`src/rtl/holdover_pkg.sv`:
```
package holdover_pkg;

  typedef enum logic [2:0] {
    ST_LOCKED = 3'd0,
    ST_HOLD   = 3'd1,
    ST_DEGR   = 3'd2,
    ST_FREE   = 3'd3,
    ST_FAIL   = 3'd4
  } ho_state_e;

  typedef enum logic [1:0] {
    ACT_REJECT = 2'd0,
    ACT_STEP   = 2'd1,
    ACT_SLEW   = 2'd2
  } ho_act_e;

endpackage

```
`src/rtl/ho_tick_counter.sv`:
```
module ho_tick_counter #(
  parameter int W = 16
) (
  input  logic         clk_i,
  input  logic         rst_ni,
  input  logic         clr_i,
  input  logic         inc_i,
  output logic [W-1:0] cnt_o
);

  localparam logic [W-1:0] CNT_MAX = '1;

  always_ff @(posedge clk_i or negedge rst_ni) begin
    if (!rst_ni)                         cnt_o <= '0;
    else if (clr_i)                      cnt_o <= '0;
    else if (inc_i && cnt_o != CNT_MAX)  cnt_o <= cnt_o + 1'b1;
  end


  cnt_no_wrap_chk: assert property (@(posedge clk_i) disable iff (!rst_ni)
    (inc_i && !clr_i && cnt_o == CNT_MAX) |=> cnt_o == CNT_MAX);

endmodule

```
`src/rtl/ho_te_accum.sv`:
```
module ho_te_accum #(
  parameter int TE_W = 32
) (
  input  logic            clk_i,
  input  logic            rst_ni,
  input  logic            clr_i,
  input  logic            add_i,
  input  logic [TE_W-1:0] inc_i,
  output logic [TE_W-1:0] te_o,
  output logic [TE_W-1:0] sum_o
);

  localparam logic [TE_W-1:0] TE_MAX = '1;

  logic [TE_W:0] wide_sum;

  always_comb begin
    wide_sum = {1'b0, te_o} + {1'b0, inc_i};
    sum_o    = wide_sum[TE_W] ? TE_MAX : wide_sum[TE_W-1:0];
  end

  always_ff @(posedge clk_i or negedge rst_ni) begin
    if (!rst_ni)     te_o <= '0;
    else if (clr_i)  te_o <= '0;
    else if (add_i)  te_o <= sum_o;
  end


  te_monotonic_chk: assert property (@(posedge clk_i) disable iff (!rst_ni)
    (add_i && !clr_i) |=> te_o >= $past(te_o));


  te_clear_chk: assert property (@(posedge clk_i) disable iff (!rst_ni)
    clr_i |=> te_o == '0);

endmodule

```
`src/rtl/ho_restore_judge.sv`:
```
module ho_restore_judge
  import holdover_pkg::*;
#(
  parameter int PH_W = 24
) (
  input  logic signed [PH_W-1:0] phase_i,
  input  logic        [PH_W-1:0] reject_thr_i,
  input  logic        [PH_W-1:0] step_thr_i,
  input  logic        [PH_W-1:0] slew_max_i,
  input  logic        [PH_W-1:0] lock_win_i,
  output ho_act_e                act_o,
  output logic                   in_win_o,
  output logic signed [PH_W-1:0] corr_o
);

  localparam logic [PH_W-1:0] POS_MAX = {1'b0, {(PH_W-1){1'b1}}};

  logic [PH_W-1:0] mag;
  logic [PH_W-1:0] lim;

  always_comb begin
    mag = phase_i[PH_W-1] ? $unsigned(-phase_i) : $unsigned(phase_i);
    lim = (mag > slew_max_i) ? slew_max_i : mag;
    if (lim[PH_W-1]) lim = POS_MAX;
    corr_o   = phase_i[PH_W-1] ? $signed(lim) : -$signed(lim);
    in_win_o = (mag <= lock_win_i);
    if (mag > reject_thr_i)     act_o = ACT_REJECT;
    else if (mag <= step_thr_i) act_o = ACT_STEP;
    else                        act_o = ACT_SLEW;
  end

endmodule

```
`src/rtl/holdover_supervisor.sv`:
```
module holdover_supervisor
  import holdover_pkg::*;
#(
  parameter int TE_W  = 32,
  parameter int PH_W  = 24,
  parameter int CNT_W = 16
) (
  input  logic                   clk_i,
  input  logic                   rst_ni,
  input  logic                   tick_i,
  input  logic                   ref_valid_i,
  input  logic signed [PH_W-1:0] phase_err_i,
  input  logic        [TE_W-1:0] ffe_i,
  input  logic        [TE_W-1:0] warn_thr_i,
  input  logic        [TE_W-1:0] fail_thr_i,
  input  logic       [CNT_W-1:0] min_lock_i,
  input  logic       [CNT_W-1:0] qual_cnt_i,
  input  logic        [PH_W-1:0] reject_thr_i,
  input  logic        [PH_W-1:0] step_thr_i,
  input  logic        [PH_W-1:0] slew_max_i,
  input  logic        [PH_W-1:0] lock_win_i,
  output logic             [2:0] state_o,
  output logic                   alarm_o,
  output logic                   slewing_o,
  output logic        [TE_W-1:0] time_err_o,
  output logic                   step_o,
  output logic                   reject_o,
  output logic                   adj_vld_o,
  output logic signed [PH_W-1:0] adj_o
);

  ho_state_e state_q, state_d;
  logic slewing_q, slewing_d;
  logic step_d, reject_d, adj_vld_d;
  logic signed [PH_W-1:0] adj_d;

  logic te_clr, te_add;
  logic lock_clr, lock_inc;
  logic qual_clr, qual_inc;
  logic [TE_W-1:0]  te_sum;
  logic [CNT_W-1:0] lock_cnt, qual_cnt;
  logic [CNT_W:0]   qual_next;
  logic             qual_done;

  ho_act_e                judge_act;
  logic                   judge_in_win;
  logic signed [PH_W-1:0] judge_corr;

  ho_te_accum #(.TE_W(TE_W)) u_te (
    .clk_i  (clk_i),
    .rst_ni (rst_ni),
    .clr_i  (te_clr),
    .add_i  (te_add),
    .inc_i  (ffe_i),
    .te_o   (time_err_o),
    .sum_o  (te_sum)
  );

  ho_tick_counter #(.W(CNT_W)) u_lock_cnt (
    .clk_i  (clk_i),
    .rst_ni (rst_ni),
    .clr_i  (lock_clr),
    .inc_i  (lock_inc),
    .cnt_o  (lock_cnt)
  );

  ho_tick_counter #(.W(CNT_W)) u_qual_cnt (
    .clk_i  (clk_i),
    .rst_ni (rst_ni),
    .clr_i  (qual_clr),
    .inc_i  (qual_inc),
    .cnt_o  (qual_cnt)
  );

  ho_restore_judge #(.PH_W(PH_W)) u_judge (
    .phase_i      (phase_err_i),
    .reject_thr_i (reject_thr_i),
    .step_thr_i   (step_thr_i),
    .slew_max_i   (slew_max_i),
    .lock_win_i   (lock_win_i),
    .act_o        (judge_act),
    .in_win_o     (judge_in_win),
    .corr_o       (judge_corr)
  );

  assign qual_next = {1'b0, qual_cnt} + 1'b1;
  assign qual_done = qual_next >= {1'b0, qual_cnt_i};

  always_comb begin
    state_d   = state_q;
    slewing_d = slewing_q;
    step_d    = 1'b0;
    reject_d  = 1'b0;
    adj_vld_d = 1'b0;
    adj_d     = '0;
    te_clr    = 1'b0;
    te_add    = 1'b0;
    lock_clr  = 1'b0;
    lock_inc  = 1'b0;
    qual_clr  = 1'b0;
    qual_inc  = 1'b0;

    if (tick_i) begin
      if (state_q == ST_LOCKED) begin
        if (ref_valid_i) begin
          lock_inc = 1'b1;
        end else begin
          state_d  = (lock_cnt >= min_lock_i) ? ST_HOLD : ST_FREE;
          te_clr   = 1'b1;
          qual_clr = 1'b1;
        end
      end else begin
        // coasting: estimate grows unless a slew is tracking the reference
        if (!slewing_q && state_q != ST_FREE) begin
          te_add = 1'b1;
          if (state_q == ST_HOLD || state_q == ST_DEGR) begin
            if (te_sum > fail_thr_i)                         state_d = ST_FAIL;
            else if (state_q == ST_HOLD && te_sum > warn_thr_i) state_d = ST_DEGR;
          end
        end

        if (slewing_q) begin
          if (!ref_valid_i) begin
            slewing_d = 1'b0;
            qual_clr  = 1'b1;
          end else if (judge_in_win) begin
            state_d   = ST_LOCKED;
            slewing_d = 1'b0;
            te_clr    = 1'b1;
            lock_clr  = 1'b1;
            qual_clr  = 1'b1;
          end else begin
            adj_vld_d = 1'b1;
            adj_d     = judge_corr;
          end
        end else if (ref_valid_i) begin
          if (qual_done) begin
            qual_clr = 1'b1;
            unique case (judge_act)
              ACT_REJECT: reject_d = 1'b1;
              ACT_STEP: begin
                step_d    = 1'b1;
                adj_vld_d = 1'b1;
                adj_d     = -phase_err_i;
                state_d   = ST_LOCKED;
                te_clr    = 1'b1;
                lock_clr  = 1'b1;
              end
              default: begin
                slewing_d = 1'b1;
                adj_vld_d = 1'b1;
                adj_d     = judge_corr;
              end
            endcase
          end else begin
            qual_inc = 1'b1;
          end
        end else begin
          qual_clr = 1'b1;
        end
      end
    end
  end

  always_ff @(posedge clk_i or negedge rst_ni) begin
    if (!rst_ni) begin
      state_q   <= ST_FREE;
      slewing_q <= 1'b0;
      step_o    <= 1'b0;
      reject_o  <= 1'b0;
      adj_vld_o <= 1'b0;
      adj_o     <= '0;
    end else begin
      state_q   <= state_d;
      slewing_q <= slewing_d;
      step_o    <= step_d;
      reject_o  <= reject_d;
      adj_vld_o <= adj_vld_d;
      adj_o     <= adj_d;
    end
  end

  assign state_o   = state_q;
  assign alarm_o   = (state_q != ST_LOCKED);
  assign slewing_o = slewing_q;

  logic [PH_W-1:0] adj_mag;
  assign adj_mag = adj_o[PH_W-1] ? $unsigned(-adj_o) : $unsigned(adj_o);


  state_legal_chk: assert property (@(posedge clk_i) disable iff (!rst_ni)
    state_q inside {ST_LOCKED, ST_HOLD, ST_DEGR, ST_FREE, ST_FAIL});


  state_on_tick_chk: assert property (@(posedge clk_i) disable iff (!rst_ni)
    !tick_i |=> $stable(state_q));


  under_limit_chk: assert property (@(posedge clk_i) disable iff (!rst_ni)
    (tick_i && !slewing_q && (state_q == ST_HOLD || state_q == ST_DEGR))
      |=> (state_q != ST_HOLD && state_q != ST_DEGR) || time_err_o <= $past(fail_thr_i));


  step_locks_chk: assert property (@(posedge clk_i) disable iff (!rst_ni)
    step_o |-> (state_o == ST_LOCKED && adj_vld_o));


  reject_keeps_chk: assert property (@(posedge clk_i) disable iff (!rst_ni)
    reject_o |-> (alarm_o && !adj_vld_o && !step_o));


  slew_bound_chk: assert property (@(posedge clk_i) disable iff (!rst_ni)
    (adj_vld_o && slewing_o) |-> adj_mag <= $past(slew_max_i));


  lock_clears_te_chk: assert property (@(posedge clk_i) disable iff (!rst_ni)
    (state_q == ST_LOCKED && $past(state_q) != ST_LOCKED) |-> time_err_o == '0);

endmodule

```
`config.mk`:
```
export PLATFORM = sky130hd
export DESIGN_NAME = holdover_supervisor
export DESIGN_NICKNAME = d
export VERILOG_FILES = /design/src/rtl/holdover_pkg.sv /design/src/rtl/ho_tick_counter.sv /design/src/rtl/ho_te_accum.sv /design/src/rtl/ho_restore_judge.sv /design/src/rtl/holdover_supervisor.sv
export SDC_FILE = /design/constraint.sdc
export NUM_CORES = 1
export LEC_CHECK = 0
export BUFFER_PORTS_ARGS = -buffer_cell sky130_fd_sc_hd__clkbuf_2
export CORE_ASPECT_RATIO = 2
export CORE_MARGIN = 4
export CORE_UTILIZATION = 50
export DETAILED_ROUTE_END_ITERATION = 12
export MAX_ROUTING_LAYER = met4
export PLACE_DENSITY = 0.78
export SYNTH_ARGS = -nofsm -noshare
export SYNTH_HDL_FRONTEND = slang
export SYNTH_SLANG_ARGS = --single-unit
```
`constraint.sdc`:
```
create_clock -name clk_i -period 5.1 [get_ports clk_i]
set_input_delay 0.51 -clock clk_i [delete_from_list [all_inputs] [get_ports clk_i]]
set_output_delay 0.51 -clock clk_i [all_outputs]
set_load 0.005 [all_outputs]
```
## Yosys cells after proc, flatten, opt, wreduce, memory -nomap -nowiden

Index checks and enable logic that the tools add are counted.

| word-level totals | value |
|---|---|
| input port bits | 252 |
| output and inout port bits | 64 |
| flip-flop bits (word level) | 95 |
| word-level logic and storage cells | 129 |

| cells by class | value |
|---|---|
| multiplexer cells | 83 |
| equal/unequal tests | 7 |
| add/subtract/negate cells | 6 |
| bitwise gates (word level) | 1 |
| reductions and logical operators | 15 |
| magnitude comparators | 8 |

Operators by type and width:

| kind | number |
|---|---|
| 24-bit two-way mux | 10 |
| 32-bit two-way mux | 3 |
| 32-bit > comparator | 2 |
| 16-bit two-way mux | 4 |
| 1-bit two-way mux | 49 |
| 24-bit > comparator | 2 |
| 24-bit <= comparator | 2 |
| 24-bit one-hot mux with 2 select lines | 1 |
| 3-bit two-way mux | 12 |
| 32-bit by 32-bit adder with 33-bit output | 1 |
| 16-bit by 1-bit adder with 16-bit output, second input constant | 2 |
| 16-bit inequality test, second input constant | 2 |
| 23-bit negator with 24-bit output | 1 |
| 24-bit negator | 1 |
| 23-bit two-way mux | 1 |
| 16-bit by 1-bit adder with 17-bit output, second input constant | 1 |
| 17-bit by 16-bit >= comparator with 1-bit output | 1 |
| 16-bit >= comparator | 1 |
| 2-bit two-way mux | 3 |
| 2-bit nonzero test | 3 |
| 1-bit logical AND | 4 |
| 2-bit AND reduction | 2 |
| 3-bit by 1-bit equality test with 1-bit output, second input constant | 1 |
| 3-bit by 2-bit equality test with 1-bit output, second input constant | 1 |
| 10 further kinds | 10 |

## Longest topological paths before layout

| depth | value |
|---|---|
| depth in word-level cells | 13 |
| depth in mapped cells | 27 |
| depth with buffers taken out | 24 |

## Hierarchy

Synthesis repeated with hierarchy kept, for this count alone.

| second synthesis, totals | value |
|---|---|
| cells, all modules | 1764 |
| area, all modules | 13848.3 µm² |

Modules (own cells, without submodules):

| module | sequential area each (µm²) | cells an instance | area an instance (µm²) | instances |
|---|---|---|---|---|
| ho_restore_judge | 0.0 | 632 | 4362.9 | 1 |
| holdover_supervisor | 778.2 | 530 | 4279.1 | 1 |
| ho_te_accum | 800.8 | 406 | 3321.9 | 1 |
| ho_tick_counter | 400.4 | 98 | 942.2 | 2 |

## Worst setup path after synthesis

No wires, ideal clock.

| path | value |
|---|---|
| kind | in2reg |
| start | input port phase_err_i[0] |
| end | register adj_o[20] |
| buffers on the path | 3 |
| stages on the path | 27 |
| required time | 5.024 ns |
| arrival | 6.468 ns |
| path slack | -1.445 ns |
| setup time | 0.076 ns |
| path through | inv_1 -> ha_1 -> or4b_4 -> buf_6 -> nor3_2 -> nand3_1 -> o31a_1 -> xor2_1 -> ha_1 -> nand4_1 -> nor4_1 -> and3_1 -> nand2_1 -> o21ai_1 -> clkbuf_1 -> clkbuf_1 -> nand2_1 -> o31ai_1 -> ha_1 -> nand4_1 -> or4_1 -> or3_1 -> mux2i_4 -> a31oi_1 -> xor2_1 -> a211o_1 -> o21ai_1 |

| between the ends | value |
|---|---|
| longest elaborated chain between the ends | 13 |
| elaborated cells between the ends (all ways) | 22 |
| those cells by class | add/sub: 2; order compare: 4; eq/ne: 1; mux: 14; reduce/logical: 1 |

RTL lines:

| what | line | RTL |
|---|---|---|
| start: declaration | holdover_supervisor.sv:12 | `input logic signed [PH_W-1:0] phase_err_i,` |
| 24-bit negator | ho_restore_judge.sv:22, holdover_supervisor.sv:144 |  |
| 24-bit two-way mux | ho_restore_judge.sv:22 | `mag = phase_i[PH_W-1] ? $unsigned(-phase_i) : $unsigned(phase_i);` |
| 24-bit > comparator | ho_restore_judge.sv:23 | `lim = (mag > slew_max_i) ? slew_max_i : mag;` |
| 24-bit two-way mux | ho_restore_judge.sv:23 |  |
| 23-bit two-way mux | ho_restore_judge.sv:24 | `if (lim[PH_W-1]) lim = POS_MAX;` |
| 23-bit negator with 24-bit output | ho_restore_judge.sv:25 | `corr_o = phase_i[PH_W-1] ? $signed(lim) : -$signed(lim);` |
| 24-bit two-way mux | ho_restore_judge.sv:25 |  |
| 24-bit one-hot mux with 2 select lines | holdover_supervisor.sv:139 | `unique case (judge_act)` |
| 24-bit two-way mux | holdover_supervisor.sv:137 | `if (qual_done) begin` |
| 24-bit two-way mux | holdover_supervisor.sv:136 | `end else if (ref_valid_i) begin` |
| 24-bit two-way mux * | holdover_supervisor.sv:122 | `if (slewing_q) begin` |
| 24-bit two-way mux * | holdover_supervisor.sv:104 | `if (state_q == ST_LOCKED) begin` |
| 24-bit two-way mux * | holdover_supervisor.sv:103 | `if (tick_i) begin` |
| net adj_d[20] | holdover_supervisor.sv:35 | `logic signed [PH_W-1:0] adj_d;` |
| end signal: assignment | holdover_supervisor.sv:179 | `adj_o <= adj_d;` |
| end: declaration | holdover_supervisor.sv:29 | `output logic signed [PH_W-1:0] adj_o` |

Mark *: on every way through the listed nets, which the timed path passes. The rest lies on a longest branch.
A chain may end at the register's enable or synchronous reset.

## Final worst setup path

| path | value |
|---|---|
| start | input port phase_err_i[1] |
| end | register adj_o[20] |

Same word-level chain as after synthesis.

==> flow_summary.ini <==
[setup_path]
crit_required_ns = 5.40
critPathCaptureType = register
slowest_delay_ns = 0.50
reg2regPathDepth = 23
critPathTopFamily = simple AND/OR/NAND/NOR gates
startpoint_type = primary input
crit_type = in -> reg
cp_slowest_cell = or4b_4
crit_fanout = 4
cp_common_cell = ha_4
arrival_ns = 5.94
critical_path_buf_inv_count = 4
path_depth = 26

[yosys]
ys_ff_latch = 95
syn_area_per_cell_um2 = 7.802
yosysUniqueCellTypes = 93
syn-instance-count = 1699
synth_edf_count = 0
synthesis.area_um2 = 13260
yosysSeqAreaShare_pct = 17.95
synthesis.nets = 2181
async_flop_share_pct = 100.0
synth_top_flop_cell = dfrtp_1
yosys_warnings = 0

[grt]
antenna_found_initial = 0
grt_pass1_vias = 16210
grt_pass1_wl_um = 79030
grt_max_degree = 66
overflow = 0
gr-usage-all-layers_pct = 35.63

[sta]
timing.hold.ws_ns = 0.2145
fin_crit_sh_pct = 110.7
final.min_clock_period_ns = 5.644
rsz0062_at_grt = true
fmax_mhz = 177.2
fin_tns_setup_ns = -3.223
finalSetupViolCount = 9
finClkSkew_ns = 0.01034
setup_slack_ns = -0.5444
report.final.slew_viol_count = 0
slew-limit-headroom_pct = 19.87
hold_viol = 0
tightest_slew_ns = 1.200

[layout]
syn2layout_area_growth_pct = 42.41
mostFrequentLayoutCell = buf_4
post-route-cell-area_um2 = 18880
fill_cells = 2057
final_cell_mix = buf_4, clkbuf_2, ha_1, inv_1, nor2_1
antenna_cells = 0
final_nets = 2788
layout.cells.non_filler = 2655
post-route-util_pct = 72.13
drive_above_1_share_pct = 36.30

[status]
status = complete, but fails checks
violations = negative setup slack

[floorplan]
core_um2 = 26170
io_pins = 316
rows = 84
initial_utilization_pct = 50.65
dieWidth_um = 123.1
die_h_um = 238.3
dieArea_um2 = 29340

[clock_tree]
hold_buffers = 0
cts_root_buf = clkbuf_16
h-tree-depth = 3
tritoncts = done
clk_latency_ns = 0.37
cts_sinks = 95
clockBufferDepth = 2
clkSlewWorstSetupHoldPaths_ns = 0.08
cts_buffers = 9

[power]
finalPower_mw = 7.743
p_per_area_nw_per_um2 = 410.2
vdd_drop_max_mv = 0.2434
p_leak_nw = 9.883

[place]
place_congestion = 1.050
post-place-ws_ns = -1.157
hpwl_um = 43050
port_buffers = 315
place_area_um2 = 17390
dp.cells = 2602

[worst_hold_path]
hold_path_class = in -> async

[routing]
dr_total_vias = 15660
drc = 0
drtIter0Drc = 920
drt_pass1_iterations = 5
via_per_inst = 5.899
routed_wl_um = 54790
final_antenna_net_count = 0
wl_per_cell_um = 20.64

[flow_run]
maxCapViolations = 0
## synth_stat cells (5+ instances only)
cell | number | area share (%)
a2111oi_0 | 7 | 0.46
and2_1 | 8 | 0.38
clkbuf_1 | 39 | 1.1
or2_2 | 7 | 0.33
and4_1 | 10 | 0.66
inv_1 | 205 | 5.8
o211ai_1 | 12 | 0.68
a311oi_1 | 34 | 2.2
a21boi_0 | 5 | 0.28
a21o_1 | 68 | 3.9
mux2i_1 | 11 | 0.83
and3_1 | 16 | 0.76
nor4_1 | 13 | 0.61
xnor2_1 | 57 | 3.8
or3_1 | 14 | 0.66
ha_1 | 229 | 22
nand3_1 | 47 | 1.8
a211oi_1 | 12 | 0.68
o31ai_1 | 17 | 0.96
nand4_1 | 41 | 1.9
dfrtp_1 | 93 | 18
o2111ai_1 | 5 | 0.33
o21a_1 | 23 | 1.3
o21ai_0 | 52 | 2.0
nor2_1 | 143 | 4.0
a22oi_1 | 5 | 0.28
nor2b_1 | 37 | 1.7
nor3_1 | 39 | 1.5
nand2b_1 | 17 | 0.80
buf_2 | 15 | 0.57
o221ai_1 | 6 | 0.40
xor2_1 | 65 | 4.3
nand2_1 | 135 | 3.8
o21bai_1 | 6 | 0.34
a21oi_1 | 85 | 3.2
a31oi_1 | 28 | 1.3
## final timing paths
kind | start | endpoint | slack (ns)
setup / recovery | phase_err_i[1] | adj_o[20]$_DFF_PN0_ | -0.54
hold / removal | rst_ni | u_te.te_o[15]$_DFFE_PN0P_ | 0.21
setup reg to reg | u_te.te_o[0]$_DFFE_PN0P_ | state_o[1]$_DFFE_PN1P_ | -0.23
hold reg to reg | state_o[0]$_DFFE_PN1P_ | state_o[0]$_DFFE_PN1P_ | 0.54
max in group asynchronous | rst_ni | reject_o$_DFF_PN0_ | 3.81
min in group clk_i | state_o[0]$_DFFE_PN1P_ | state_o[0]$_DFFE_PN1P_ | 0.54
## cell type report
class / instances / area (um2) / share of cell area (%)
flip-flops and latches: 95 / 2380 / 12.61
multi-input cells: 1338 / 10740 / 56.91
repair buffers: 654 / 4260 / 22.57
clock buffers: 10 / 229.0 / 1.213
clock inverters: 6 / 50.05 / 0.2651
inverters: 208 / 784.5 / 4.156
well taps: 344 / 430.4 / 2.280
## kinds of logic after synthesis
kind of cell / share of synthesized area (%)
AND/OR/NAND/NOR: 21.42
AO/OA/AOI/OAI: 21.60
buffers and inverters: 7.844
adder cells (fa/ha/maj): 21.77
XOR/XNOR: 8.061
flip-flops: 17.95
multiplexers: 1.359
## state kept, by name (all words and copies together), names as in the netlist
register / cells
state_o: 3
reject_o: 1
u_qual_cnt.cnt_o: 16
u_te.te_o: 32
step_o: 1
u_lock_cnt.cnt_o: 16
slewing_o: 1
adj_o: 24
adj_vld_o: 1
## timing repair
| action | CTS | global route |
|---|---|---|
| pin swaps | 51 | 62 |
| gates cloned | 2 | 1 |
| setup buffers | 20 | 21 |
| endpoints found under the setup margin | 67 | 77 |
| gates resized for setup | 60 | 115 |
## metal layers
layer	wire, um	track usage (%)	vias up	share of wire [%]
met2	29110	65.15	774	53
met4	5401	31.50	0	9.9
met1	17190	30.19	7290	31
met5	0	-	-	0
li1	-	-	7276	-
met3	3082	4.839	321	5.6
## worst reg2reg max path, cell delays in order (launching register included)
cell and delay, ns:
dfrtp_1 0.40, ha_2 0.19, fa_2 0.37, a21oi_4 0.18
o21bai_4 0.08, a211oi_2 0.26, o31ai_2 0.14, a211oi_2 0.32
o21ai_2 0.15, a221oi_2 0.37, o21a_4 0.25, buf_12 0.17
buf_8 0.12, nand2_4 0.08, ha_4 0.30, nand4_1 0.13
nor2_2 0.22, and3_4 0.22, nand4_1 0.15, a311o_1 0.42
o2111ai_2 0.14, o2111ai_4 0.17, a311oi_2 0.32, a211oi_2 0.07
## power by group
group	switching, mW	internal [mW]	total, mW	leakage [nW]
clock network	0.333	0.337	0.671	0.130
logic	3.06	2.95	6.01	8.54
registers	0.148	0.915	1.06	1.21
No activity file was read; power rests on OpenSTA's default activity.
